===== src/rtl/tod_pkg.sv =====
`timescale 1ns/1ps
package tod_pkg;
  localparam int DIGIT_W    = 4;
  localparam int NUM_DIGITS = 13;
  localparam int IDX_W      = $clog2(NUM_DIGITS);

  // word index (offset >> 2) of the first digit and of the commit word
  localparam int FIRST_WORD  = 1;
  localparam int COMMIT_WORD = FIRST_WORD + NUM_DIGITS;

  // digit positions; this order fixes the address of each digit
  localparam int IX_TENTHS = 0;
  localparam int IX_SEC_U  = 1;
  localparam int IX_SEC_T  = 2;
  localparam int IX_MIN_U  = 3;
  localparam int IX_MIN_T  = 4;
  localparam int IX_HR_U   = 5;
  localparam int IX_HR_T   = 6;
  localparam int IX_DAY_U  = 7;
  localparam int IX_DAY_T  = 8;
  localparam int IX_DOW    = 9;
  localparam int IX_MON_U  = 10;
  localparam int IX_MON_T  = 11;
  localparam int IX_YEAR   = 12;

  // two-digit counters in carry order: seconds, minutes, hours, day, month
  localparam int NUM_PAIRS = 5;
  localparam int PAIR_UNITS [NUM_PAIRS] = '{IX_SEC_U, IX_MIN_U, IX_HR_U, IX_DAY_U, IX_MON_U};
  localparam int PAIR_TENS  [NUM_PAIRS] = '{IX_SEC_T, IX_MIN_T, IX_HR_T, IX_DAY_T, IX_MON_T};
  localparam int PAIR_BASE  [NUM_PAIRS] = '{0, 0, 0, 1, 1};
  localparam int PAIR_DAY   = 3;
  localparam int PAIR_MON   = 4;

  localparam int DOW_FIRST = 1;
  localparam int DOW_LAST  = 7;
  localparam int YEAR_W    = 4;
  localparam logic [YEAR_W-1:0] LEAP_CODE = 4'b1000;

  typedef logic [DIGIT_W-1:0] digit_t;
  typedef digit_t [NUM_DIGITS-1:0] digit_vec_t;

  function automatic digit_vec_t reset_digits();
    digit_vec_t v;
    v = '0;
    v[IX_DAY_U] = digit_t'(1);
    v[IX_DOW]   = digit_t'(DOW_FIRST);
    v[IX_MON_U] = digit_t'(1);
    v[IX_YEAR]  = digit_t'(1);
    return v;
  endfunction
endpackage


===== src/rtl/tod_addr_decode.sv =====
`timescale 1ns/1ps
module tod_addr_decode
  import tod_pkg::*;
#(
  parameter int ADDR_W = 6
) (
  input  logic [ADDR_W-1:0] addr,
  output logic              digit_hit,
  output logic [IDX_W-1:0]  digit_idx,
  output logic              commit_hit
);
  localparam int WORD_W = ADDR_W - 2;

  logic [WORD_W-1:0] word;
  logic              aligned;

  assign word    = addr[ADDR_W-1:2];
  assign aligned = (addr[1:0] == 2'b00);

  always_comb begin
    digit_hit  = aligned && (word >= WORD_W'(FIRST_WORD)) &&
                 (word < WORD_W'(FIRST_WORD + NUM_DIGITS));
    digit_idx  = IDX_W'(word - WORD_W'(FIRST_WORD));
    commit_hit = aligned && (word == WORD_W'(COMMIT_WORD));
  end
endmodule


===== src/rtl/tod_month_len.sv =====
`timescale 1ns/1ps
module tod_month_len
  import tod_pkg::*;
(
  input  digit_t             mon_t,
  input  digit_t             mon_u,
  input  logic [YEAR_W-1:0]  year,
  output digit_t             last_t,
  output digit_t             last_u
);
  always_comb begin
    last_t = digit_t'(3);
    last_u = digit_t'(1);
    if (mon_t == digit_t'(0)) begin
      case (mon_u)
        digit_t'(2): begin
          last_t = digit_t'(2);
          last_u = (year == LEAP_CODE) ? digit_t'(9) : digit_t'(8);
        end
        digit_t'(4), digit_t'(6), digit_t'(9): last_u = digit_t'(0);
        default: last_u = digit_t'(1);
      endcase
    end else if (mon_u == digit_t'(1)) begin
      last_u = digit_t'(0);
    end
  end
endmodule


===== src/rtl/tod_bcd_pair.sv =====
`timescale 1ns/1ps
module tod_bcd_pair
  import tod_pkg::*;
#(
  parameter int BASE_UNITS = 0
) (
  input  logic   en,
  input  digit_t units,
  input  digit_t tens,
  input  digit_t last_t,
  input  digit_t last_u,
  output digit_t units_nxt,
  output digit_t tens_nxt,
  output logic   carry
);
  always_comb begin
    units_nxt = units;
    tens_nxt  = tens;
    carry     = 1'b0;
    if (en) begin
      if ((units == last_u) && (tens == last_t)) begin
        units_nxt = digit_t'(BASE_UNITS);
        tens_nxt  = '0;
        carry     = 1'b1;
      end else if (units == digit_t'(9)) begin
        units_nxt = '0;
        tens_nxt  = tens + digit_t'(1);
      end else begin
        units_nxt = units + digit_t'(1);
      end
    end
  end
endmodule


===== src/rtl/tod_calendar_step.sv =====
`timescale 1ns/1ps
module tod_calendar_step
  import tod_pkg::*;
(
  input  digit_vec_t cur,
  output digit_vec_t nxt
);
  logic   [NUM_PAIRS:0]   en;
  logic   [NUM_PAIRS-1:0] carry;
  digit_t                 lim_t [NUM_PAIRS];
  digit_t                 lim_u [NUM_PAIRS];
  digit_t                 pu    [NUM_PAIRS];
  digit_t                 pt    [NUM_PAIRS];
  digit_t                 mlen_t, mlen_u;

  tod_month_len u_mlen (
    .mon_t  (cur[IX_MON_T]),
    .mon_u  (cur[IX_MON_U]),
    .year   (cur[IX_YEAR]),
    .last_t (mlen_t),
    .last_u (mlen_u)
  );

  always_comb begin
    lim_t[0] = digit_t'(5); lim_u[0] = digit_t'(9);
    lim_t[1] = digit_t'(5); lim_u[1] = digit_t'(9);
    lim_t[2] = digit_t'(2); lim_u[2] = digit_t'(3);
    lim_t[PAIR_DAY] = mlen_t; lim_u[PAIR_DAY] = mlen_u;
    lim_t[PAIR_MON] = digit_t'(1); lim_u[PAIR_MON] = digit_t'(2);
  end

  assign en[0] = (cur[IX_TENTHS] == digit_t'(9));

  for (genvar p = 0; p < NUM_PAIRS; p++) begin : g_pair
    tod_bcd_pair #(.BASE_UNITS(PAIR_BASE[p])) u_pair (
      .en        (en[p]),
      .units     (cur[PAIR_UNITS[p]]),
      .tens      (cur[PAIR_TENS[p]]),
      .last_t    (lim_t[p]),
      .last_u    (lim_u[p]),
      .units_nxt (pu[p]),
      .tens_nxt  (pt[p]),
      .carry     (carry[p])
    );
    assign en[p+1] = carry[p];
  end

  always_comb begin
    nxt = cur;
    nxt[IX_TENTHS] = en[0] ? '0 : cur[IX_TENTHS] + digit_t'(1);
    for (int p = 0; p < NUM_PAIRS; p++) begin
      nxt[PAIR_UNITS[p]] = pu[p];
      nxt[PAIR_TENS[p]]  = pt[p];
    end
    if (en[PAIR_DAY])
      nxt[IX_DOW] = (cur[IX_DOW] == digit_t'(DOW_LAST)) ? digit_t'(DOW_FIRST)
                                                       : cur[IX_DOW] + digit_t'(1);
    if (carry[PAIR_MON])
      nxt[IX_YEAR] = {cur[IX_YEAR][YEAR_W-2:0], cur[IX_YEAR][YEAR_W-1]};
  end
endmodule


===== src/rtl/tod_digit_bank.sv =====
`timescale 1ns/1ps
module tod_digit_bank
  import tod_pkg::*;
(
  input  logic              clk,
  input  logic              rst,
  input  logic              tick,
  input  logic              wr,
  input  logic              rd,
  input  logic              digit_hit,
  input  logic [IDX_W-1:0]  digit_idx,
  input  logic              commit_hit,
  input  digit_t            wdata,
  input  digit_vec_t        step_val,
  output digit_vec_t        digits,
  output logic              hold,
  output digit_t            rdata
);
  always_ff @(posedge clk) begin
    if (rst) begin
      digits <= reset_digits();
      hold   <= 1'b0;
    end else if (wr) begin
      if (digit_hit) begin
        digits[digit_idx] <= wdata;
        hold              <= 1'b1;
      end else if (commit_hit && wdata[0]) begin
        hold <= 1'b0;
      end
    end else if (tick && !hold) begin
      digits <= step_val;
    end
  end

  always_ff @(posedge clk) begin
    if (rst)
      rdata <= '0;
    else if (rd)
      rdata <= digit_hit ? digits[digit_idx] : '0;
  end
endmodule


===== src/rtl/tod_clock.sv =====
`timescale 1ns/1ps
module tod_clock
  import tod_pkg::*;
#(
  parameter int ADDR_W = 6
) (
  input  logic              clk,
  input  logic              rst,
  input  logic              tick,
  input  logic [ADDR_W-1:0] bus_addr,
  input  logic [DIGIT_W-1:0] bus_wdata,
  input  logic              bus_wr,
  input  logic              bus_rd,
  output logic [DIGIT_W-1:0] bus_rdata
);
  logic             digit_hit, commit_hit, hold_q;
  logic [IDX_W-1:0] digit_idx;
  digit_vec_t       digit_q, step_val;

  tod_addr_decode #(.ADDR_W(ADDR_W)) u_dec (
    .addr       (bus_addr),
    .digit_hit  (digit_hit),
    .digit_idx  (digit_idx),
    .commit_hit (commit_hit)
  );

  tod_calendar_step u_step (
    .cur (digit_q),
    .nxt (step_val)
  );

  tod_digit_bank u_bank (
    .clk        (clk),
    .rst        (rst),
    .tick       (tick),
    .wr         (bus_wr),
    .rd         (bus_rd),
    .digit_hit  (digit_hit),
    .digit_idx  (digit_idx),
    .commit_hit (commit_hit),
    .wdata      (bus_wdata),
    .step_val   (step_val),
    .digits     (digit_q),
    .hold       (hold_q),
    .rdata      (bus_rdata)
  );
endmodule


===== config.mk =====
export PLATFORM = sky130hd
export DESIGN_NAME = tod_clock
export DESIGN_NICKNAME = d
export VERILOG_FILES = /design/src/rtl/tod_pkg.sv /design/src/rtl/tod_addr_decode.sv /design/src/rtl/tod_month_len.sv /design/src/rtl/tod_bcd_pair.sv /design/src/rtl/tod_calendar_step.sv /design/src/rtl/tod_digit_bank.sv /design/src/rtl/tod_clock.sv
export SDC_FILE = /design/constraint.sdc
export NUM_CORES = 1
export LEC_CHECK = 0
export ABC_AREA = 1
export BUFFER_PORTS_ARGS = -buffer_cell sky130_fd_sc_hd__buf_2
export CAP_MARGIN = 20
export CORE_MARGIN = 1
export CORE_UTILIZATION = 50
export DETAILED_ROUTE_END_ITERATION = 16
export PLACE_DENSITY_LB_ADDON = 0.15
export SYNTH_ARGS = -nofsm -noshare
export SYNTH_HDL_FRONTEND = slang
export SYNTH_SLANG_ARGS = --single-unit

===== constraint.sdc =====
create_clock -name clk -period 4.1 [get_ports clk]
set_clock_uncertainty 0.05 [all_clocks]
set_input_delay 0.205 -clock clk [delete_from_list [all_inputs] [get_ports clk]]
set_output_delay 0.205 -clock clk [all_outputs]
set_load 0.005 [all_outputs]

==> impl_metrics.toml, run 1 <==
[outcome]
status = "completed"

[finish]
final_util_pct = 56.5
drive_above_1_share_pct = 12.1
antenna_cells = 0
area_growth_pct = 7.19
final_area_sq_um = 4740
finalNetCount = 729

[clock_network]
clk_latency_ps = 340
path_clk_slew_ps = 60
numCtsBuffers = 9
cts_root_buffer = "clkbuf_8"
cts_hold_buf = 0
clock-sinks = 57
clk_path_buf_depth = 2
htree_num_levels = 3
cts_setup_buffers = 0
cts_tree = "yes"
cts_resized = 0

[worst_setup_path]
crit_start = "bus_addr[2]"
r2r_end = "u_bank.digits[37]"
cp.required_ps = 4250
rrSetupSlack_ps = 1880
cp_max_fo = 33
cp-start-kind = "input pin"
worstSetupPathType = "in2reg"
crit_path_end = "u_bank.rdata[2]"
end_kind = "register"
r2r_start = "u_bank.digits[12]"
r2r.worst_path.cells = 10
cp.arrival_ps = 2970

[sta]
setup_viol_count_final = 0
hold_violations = 0
fmax_ghz = 0.356
tightest_slew_ps = 700
slew_headroom_pct = 53.3
whs_ps = 187
min_period_ps = 2810
rsz0062_at_grt = "false"
min_period_over_period_pct = 68.6
setup_tns_ps = 0
slew_violations = 0

[floorplanning]
io_pins = 19
fp.coreArea_sq_um = 8380
die_area_sq_um = 9220
initial_core_util_pct = 52.7
die_h_um = 96.0
std_cell_rows = 33
die_w_um = 96.0

[route]
drt_iter0_drc = 327
ant_nets = 0
first_pass_iters = 7
wire_per_inst_um = 16.1
num_vias = 4597
vias_per_cell = 5.74
drcViolationCount = 0
routed_wl_mm = 12.9

[global_routing]
grt_util_met3_pct = 5.21
grt_pass1_vias = 4133
use_met2_pct = 46.3
grt_max_degree = 34
busiest_layer = "met2"
grt_antenna_before_repair = 0
grt_pass1_wl_mm = 20.6
met1_usage_pct = 40.6
grt.total_usage_pct = 29.8
grt-ovfl-total = 0

[synthesis]
netlist_top_cells_area = "dfxtp_1 (26%), nand2_1 (11%), nor2_1 (7.6%)"
synth_largest_area_cell = "dfxtp_1"
syn_nets = 716
synth.avg_cell_area_sq_um = 6.52
synth_top_area_share_pct = 25.8
synth-edff-count = 0
ys_types = 42
syn_inst = 678
async_flop_share_pct = 0
synth.cell_area_sq_um = 4420
synth_seq_cells = 57
yosysSeqAreaShare_pct = 25.8
ys.flop_type = "dfxtp_1"
yosysWarnings = 0

[job]
maxCapViolCount = 0

[placed_design]
place_congestion = 1.01
portBuffers = 18
dp_hpwl_mm = 9.45
placed_area_sq_um = 4560

[power_and_ir_drop]
leakage_uw = 0.00214
vdd_drop_max_uv = 185
power.total_uw = 1320
power_per_cell_area_nw_per_um2 = 278

[hold_path]
hold_depth = 4
min_path_type = "in2reg"
-- critical path: stages --
cell and delay [ps]:
buf_2 430, inv_1 460, ha_1 660, inv_1 340
a21oi_1 190, o21ai_0 160, a21oi_1 240, nor2_1 70
o2111ai_1 90, a21oi_1 90
-- cell usage after synthesis (7+ instances only) --
cell      count
o22ai_1      26
nand4_1       8
xnor2_1       7
nand2_2       9
clkbuf_1      9
dfxtp_1      57
nand3_1      42
xor2_1       13
inv_2         9
nor2_1       90
nand2_1     133
buf_2         7
o21ai_0      63
ha_1         23
a21oi_1      55
inv_1        70
-- worst min path at each step --
stage                          from  slack (ps)                end
finish                       bus_rd         190    u_bank.rdata[0]
global route                 bus_rd         200    u_bank.rdata[0]
CTS                          bus_rd         160    u_bank.rdata[0]
detailed placement  u_bank.rdata[2]         410    u_bank.rdata[2]
global placement    u_bank.rdata[3]         410    u_bank.rdata[3]
floorplan                       rst         230  u_bank.digits[20]
-- power breakdown --
group	switching, uW	total [uW]	internal [uW]	leakage (uW)
registers	20.0	590	570	0.000462
clock network	231	481	250	0.0000932
logic	170	246	75.1	0.00158
total	422	1320	895	0.00214
-- flip-flops by register name (all words and copies together), names as in the netlist --
signal / cells
u_bank.digits: 52
u_bank.rdata: 4
u_bank.hold: 1
-- stage by stage --
| stage | cells | setup slack, ps |
|---|---|---|
| after CTS | 801 | 1420 |
| after global placement | 785 | 1080 |
| after floorplan | 678 | 2180 |
| after detailed placement | 785 | 1070 |
| final | 801 | 1290 |
| after global routing | 801 | 1040 |
-- per-layer routing --
| metal | wire (um) | share of wire, % |
|---|---|---|
| met5 | 0 | 0 |
| met4 | 259 | 2.0 |
| met3 | 930 | 7.2 |
| met2 | 5590 | 43 |
| met1 | 6080 | 47 |
-- cells by family after synthesis --
family / after synthesis / share of synthesized area [%]
simple gates: 302 / 31.3
compound gates: 176 / 23.2
buf+inv: 100 / 9.20
flops: 57 / 25.8
fa+ha+maj: 23 / 6.51
xor+xnor: 20 / 3.96
-- placed cells by master, fill, tap and decap left out, types with 4 or more instances in the layout --
cell type    n
ha_1        23
o22ai_1     26
xor2_1      13
a22o_1       4
clkinv_2     5
buf_2       18
inv_2        9
nand4_1      8
a31oi_1      5
clkbuf_8    11
a211oi_1     4
nand3_2      5
nand3_1     42
xnor2_1      7
nor2_1      90
nand3_4      4
inv_1       70
nand2_2      9
dfxtp_1     57
a21oi_2      4
o21ai_0     63
a21oi_1     55
nor2_2       4
nand2_1    133
-- area by class of cell --
cell class              instances  area, sq um
fillers                       822         3640
multi-input cells             521         2870
flip-flops and latches         57         1140
inverters                      81          307
clock buffers                  13          159
well taps                     105          131
repair buffers                 21          113
clock inverters                 3         15.0
No activity file was read; power rests on OpenSTA's default activity.
==> inputs of run 2 (changes only) <==
--- a/config.mk
+++ b/config.mk
@@ -5,7 +5,7 @@
 export SDC_FILE = /design/constraint.sdc
 export NUM_CORES = 1
 export LEC_CHECK = 0
-export ABC_AREA = 1
+export ABC_AREA = 0
 export BUFFER_PORTS_ARGS = -buffer_cell sky130_fd_sc_hd__buf_2
 export CAP_MARGIN = 20
 export CORE_MARGIN = 1
==> constraint.sdc (replaced) <==
create_clock -name clk -period 2.5 [get_ports clk]
set_clock_uncertainty 0.05 [all_clocks]
set_input_delay 0.125 -clock clk [delete_from_list [all_inputs] [get_ports clk]]
set_output_delay 0.125 -clock clk [all_outputs]
set_load 0.005 [all_outputs]
==> run 2 against run 1 <==
Net effect:
- sequential share of layout area down 2.6 points
- critical path depth is 1 lower
- register-to-register slack got worse by 1800 ps
- area after synthesis rose by 3.1%
- hold slack worse by 120 ps
- first-iteration DRC count increased by 33%
- non-clock buffer count rose by 55
- clock power rose by 95%
- synthesized cell count decreased by 16%
- via count rose by 3.7%
- count of clock-buffer cells in the layout is 1 higher
- setup slack worse by 1200 ps
==> impl_metrics.toml, run 2 <==
[global_routing]
grt_max_degree = 43
grt_pass1_wl_mm = 23.4
grt_antenna_before_repair = 0
grt.total_usage_pct = 31.0
grt-ovfl-total = 0
grt_pass1_vias = 4336

[synthesis]
synth_adder_area_share_pct = 6.32
synth.avg_cell_area_sq_um = 7.98
yosysWarnings = 0
ys_types = 77
yosysSeqAreaShare_pct = 25.0
async_flop_share_pct = 0
synth_most_common_cell = "nor2_1"
synth-simple-area-share_pct = 22.2
synth_largest_area_cell = "dfxtp_1"
synth_xor_area_share_pct = 1.73
syn_nets = 609
synth-edff-count = 0
syn_inst = 571
netlist_top_cells_area = "dfxtp_1 (25%), ha_1 (6.3%), nor2_1 (5.4%)"
ys.flop_type = "dfxtp_1"
synthMuxAreaShare_pct = 7.03
synth.cell_area_sq_um = 4560
synthTopCellsByCount = "nor2_1 (66), dfxtp_1 (57), o21ai_0 (41)"
synth_top_area_share_pct = 25.0
synth_top_family_by_area = "compound AO/OA/AOI/OAI gates"
synth_seq_cells = 57
synth_compound_area_share_pct = 31.7

[route]
first_pass_iters = 5
routed_wl_mm = 14.3
vias_per_cell = 6.45
ant_nets = 0
num_vias = 4769
drcViolationCount = 0
drt_iter0_drc = 434
wire_per_inst_um = 19.4

[sta]
rsz0062_at_grt = "true"
setup_viol_count_final = 0
fmax_ghz = 0.419
slew_headroom_pct = 54.0
setup_tns_ps = 0
hold_violations = 0
min_period_ps = 2380
min_period_over_period_pct = 95.4
tightest_slew_ps = 691
slew_violations = 0
setup_slack_ps = 116

[clock_network]
cts_root_buffer = "clkbuf_8"
htree_num_levels = 3
cts_hold_buf = 0
clk_path_buf_depth = 2
clk_latency_ps = 350
cts_tree = "yes"
path_clk_slew_ps = 70
clock-sinks = 57
numCtsBuffers = 9

[finish]
finalNetCount = 664
antenna_cells = 0
largest_reg_flops = 52
drive_above_1_share_pct = 20.1
largest_registers = "u_bank.digits (52), u_bank.rdata (4), u_bank.hold (1)"
final_common_cell = "nor2_1"
largest_register = "u_bank.digits"
final_cells = 739
area_growth_pct = 16.5
final_cell_mix = "nor2_1 (65), buf_4 (58), dfxtp_1 (57), o21ai_0 (41), nand2_1 (37)"

[hold_path]
min_path_type = "in2reg"

[floorplanning]
die_h_um = 97.5
die_area_sq_um = 9500
initial_core_util_pct = 52.0
die_w_um = 97.5
io_pins = 19
fp.coreArea_sq_um = 8760
std_cell_rows = 34

[placed_design]
place_congestion = 0.947
dp_slack_ps = 36.2
dp_cells = 722
dp_hpwl_mm = 10.6
portBuffers = 18

[power_and_ir_drop]
vdd_drop_max_uv = 251
leakage_uw = 0.00202
power_per_cell_area_nw_per_um2 = 423

[worst_setup_path]
cp.arrival_ps = 2580
end_kind = "register"
cp-start-kind = "register"
cp.required_ps = 2690
worstSetupPathType = "reg2reg"
cp_max_fo = 4

[outcome]
status = "completed"

[job]
maxCapViolCount = 0
==> run 2: changes by cell type in the layout (fill, tap and decap cells not counted), sizes merged, moves of 11 or more <==
cell and delta:
nor3 +11, inv -49, nand2b +18, nand3 -34
buf +55, nor2 -31, nand2 -107, a21oi -22
o21ai -23, a311oi +11, mux2i +14, a211oi +11
==> run 2: path summary, 6_finish.rpt <==
kind | start | to | slack [ps] | cells past startpoint
setup / recovery | u_bank.digits[24] | u_bank.digits[51] | 120 | 9
hold / removal | bus_rd | u_bank.rdata[1] | 60 | 3
setup reg to reg | u_bank.digits[24] | u_bank.digits[51] | 120 | 9
hold reg to reg | u_bank.rdata[1] | u_bank.rdata[1] | 420 | 2
==> run 2: layout make-up <==
cell class | instances | area (sq um)
Clock buffer | 14 | 173
Clock inverter | 2 | 35.0
Fill cell | 800 | 3450
Inverter | 30 | 113
Multi-Input combinational cell | 452 | 3190
Sequential cell | 57 | 1140
Tap cell | 108 | 135
Timing Repair Buffer | 76 | 526
==> run 2: stage by stage <==
step,cell area (sq um),utilization [%],hold slack (ps),power (uW)
2_1_floorplan,4560,-,251,1180
3_3_place_gp,5050,57.6,399,1310
3_5_place_dp,5050,57.6,401,1320
4_1_cts,5260,60.0,49.5,2240
5_1_grt,5310,60.6,44.7,2330
6_report,5310,60.6,61.9,2250
==> run 2: per-layer routing <==
metal | part of all wire (%) | global-route usage [%] | wire length (um)
met1 | 45 | 42.8 | 6490
met2 | 46 | 49.1 | 6610
met3 | 6.1 | 4.96 | 869
met4 | 2.7 | 10.7 | 381
met5 | 0 | 0 | 0
==> run 2: critical path, stage by stage, from the launching register on <==
cell and delay, ps:
dfxtp_1 320, inv_1 80, ha_1 140, or4b_4 490, nor3_2 220, and2_1 210
a41o_1 290, buf_4 160, a21oi_1 50, a311oi_1 270
==> run 2: what timing repair did <==
| item | 4_1_cts | 5_1_grt |
|---|---|---|
| hold endpoints to repair | 0 | 0 |
| setup endpoints to repair | 0 | 24 |
| buffers inserted | 0 | 1 |
| resized for setup | 0 | 8 |
==> run 2: where the power goes <==
| group | internal [uW] | switching (uW) |
|---|---|---|
| registers | 918 | 8.71 |
| clock network | 542 | 395 |
| logic | 146 | 238 |
| total | 1610 | 641 |
==> run 2: kinds of logic after synthesis <==
group / after synthesis
AO/OA/AOI/OAI: 201
AND/OR/NAND/NOR: 197
buffers and inverters: 62
XOR/XNOR: 9
adder cells (fa/ha/maj): 23
flip-flops: 57
multiplexers: 22
==> inputs of run 3 (changes only) <==
--- a/config.mk
+++ b/config.mk
@@ -5,7 +5,7 @@
 export SDC_FILE = /design/constraint.sdc
 export NUM_CORES = 1
 export LEC_CHECK = 0
-export ABC_AREA = 0
+export ABC_AREA = 1
 export BUFFER_PORTS_ARGS = -buffer_cell sky130_fd_sc_hd__buf_2
 export CAP_MARGIN = 20
 export CORE_MARGIN = 1
==> constraint.sdc (replaced) <==
create_clock -name clk -period 2.8 [get_ports clk]
set_clock_uncertainty 0.05 [all_clocks]
set_input_delay 0.14 -clock clk [delete_from_list [all_inputs] [get_ports clk]]
set_output_delay 0.14 -clock clk [all_outputs]
set_load 0.005 [all_outputs]
==> run 3 against run 2 <==
Net effect:
- combinational power is 5.2% lower
- die area is 2.9% lower
- routed wire length is 11% lower
- global-route usage is 0.74 points lower
- via count is 2.5% lower
- maximum frequency is 12% higher
- core utilization is 3.3 points lower
==> impl_metrics.toml, run 3 (synthesis gave the netlist of run 1 again) <==
[finish]
largest_registers = "u_bank.digits (52), u_bank.rdata (4), u_bank.hold (1)"
final_cell_mix = "nand2_1 (133), nor2_1 (90), inv_1 (70), o21ai_0 (63), dfxtp_1 (57)"
largest_register = "u_bank.digits"
final_common_cell = "nand2_1"
finalNetCount = 733
largest_reg_flops = 52
area_growth_pct = 8.72
ff_latch_area_sq_um = 1140
antenna_cells = 0
drive_above_1_share_pct = 12.6
fillCellCount = 824
multi_input_area_sq_um = 2870

[sta]
min_period_over_period_pct = 75.7
slew_violations = 0
setup_viol_count_final = 0
setup_tns_ps = 0
fmax_ghz = 0.472
hold_violations = 0
min_period_ps = 2120
whs_ps = 110
setup_slack_ps = 680
rsz0062_at_grt = "false"
tightest_slew_ps = 911
slew_headroom_pct = 39.2

[clock_network]
cts_resized = 0
cts_root_buffer = "clkbuf_8"
numCtsBuffers = 9
path_clk_slew_ps = 70
clk_latency_ps = 350
cts_tree = "yes"
htree_num_levels = 3
clk_path_buf_depth = 2
cts_hold_buf = 0
cts_setup_buffers = 0
clock-sinks = 57

[floorplanning]
fp.coreArea_sq_um = 8380
std_cell_rows = 33
die_area_sq_um = 9220
die_w_um = 96.0
io_pins = 19
initial_core_util_pct = 52.7
die_h_um = 96.0

[global_routing]
grt_max_degree = 27
busiest_layer = "met2"
met1_usage_pct = 40.4
use_met2_pct = 48.6
grt-ovfl-total = 0
grt_pass1_wl_mm = 21.3
grt_antenna_before_repair = 0
grt_pass1_vias = 4313
grt.total_usage_pct = 30.3
grt_util_met3_pct = 5.37

[route]
routed_wl_mm = 12.8
wire_per_inst_um = 15.9
drcViolationCount = 0
num_vias = 4651
ant_nets = 0
first_pass_iters = 5
drt_iter0_drc = 396
vias_per_cell = 5.78

[worst_setup_path]
critical_path.slowest_cell = "dfxtp_1"
cp-start-kind = "register"
max_stage_delay_ps = 450
cp.arrival_ps = 2300
cp_common_cell = "nor2_1"
end_kind = "register"
worstSetupPathType = "reg2reg"
cp_max_fo = 11
cp_cell_sequence = "ha_1 -> nand3_1 -> nor2_1 -> nand3_2 -> o21ai_4 -> nand2_2 -> clkinv_2 -> nand2_4 -> a211oi_1 -> nor2_1"
cp.required_ps = 2980

[hold_path]
min_path_type = "in2reg"

[placed_design]
dp_hpwl_mm = 9.44
portBuffers = 18
dp_slack_ps = 676
place_congestion = 0.963

[outcome]
status = "completed"

[job]
maxCapViolCount = 0

[power_and_ir_drop]
leakage_uw = 0.00216
power_per_cell_area_nw_per_um2 = 436
vdd_drop_max_uv = 264
run 3: cell count changes in the layout (fill, tap and decap cells not counted), moves of 14 or more:
cell and change:
nand2_1 +96, buf_4 -51, inv_1 +41, nand3_1 +25, nor2_1 +25, o21ai_0 +22
a21oi_1 +20, nand2b_1 -18, mux2i_1 -14
run 3: layout make-up:
| type | count | area share [%] |
|---|---|---|
| Multi-Input combinational cell | 521 | 59.8 |
| Tap cell | 105 | 2.73 |
| Clock inverter | 5 | 1.67 |
| Clock buffer | 11 | 2.73 |
| Inverter | 81 | 6.38 |
| Sequential cell | 57 | 23.7 |
| Timing Repair Buffer | 25 | 2.97 |
run 3: stage by stage:
step                cell area (sq um)  utilization, %  cells  power (uW)
finish                           4810            57.3    805        2100
floorplan                        4420               -    678        1130
global route                     4810            57.3    805        2180
global placement                 4590            54.8    789        1230
detailed placement               4590            54.8    789        1230
CTS                              4810            57.3    805        2100
run 3: report_power, final:
group	internal, uW	total [uW]	switching, uW	leakage [uW]
Combinational	114	364	250	0.00160
Sequential	834	862	27.9	0.000462
Clock	500	871	371	0.0000995
Total	1450	2100	649	0.00216
run 3: final timing paths:
path                     start           endpoint  slack, ps  cells past startpoint
max          u_bank.digits[12]  u_bank.digits[37]        680                     10
min reg2reg    u_bank.rdata[0]    u_bank.rdata[0]        420                      2
min                     bus_rd    u_bank.rdata[3]        110                      4
max reg2reg  u_bank.digits[12]  u_bank.digits[37]        680                     10
run 3: layer usage:
layer | wire length [um] | part of all wire [%] | vias up
li1 | - | - | 2297
met1 | 5860 | 46 | 2132
met2 | 5710 | 45 | 199
met3 | 985 | 7.7 | 23
met4 | 264 | 2.1 | 0
met5 | 0 | 0 | -
run 3: critical path: cells and delay by family (launching register included):
family | cells | cell delay, ps
AND/OR/NAND/NOR | 6 | 690
flip-flops | 1 | 450
AO/OA/AOI/OAI | 2 | 390
buffers and inverters | 1 | 240
adder cells (fa/ha/maj) | 1 | 190
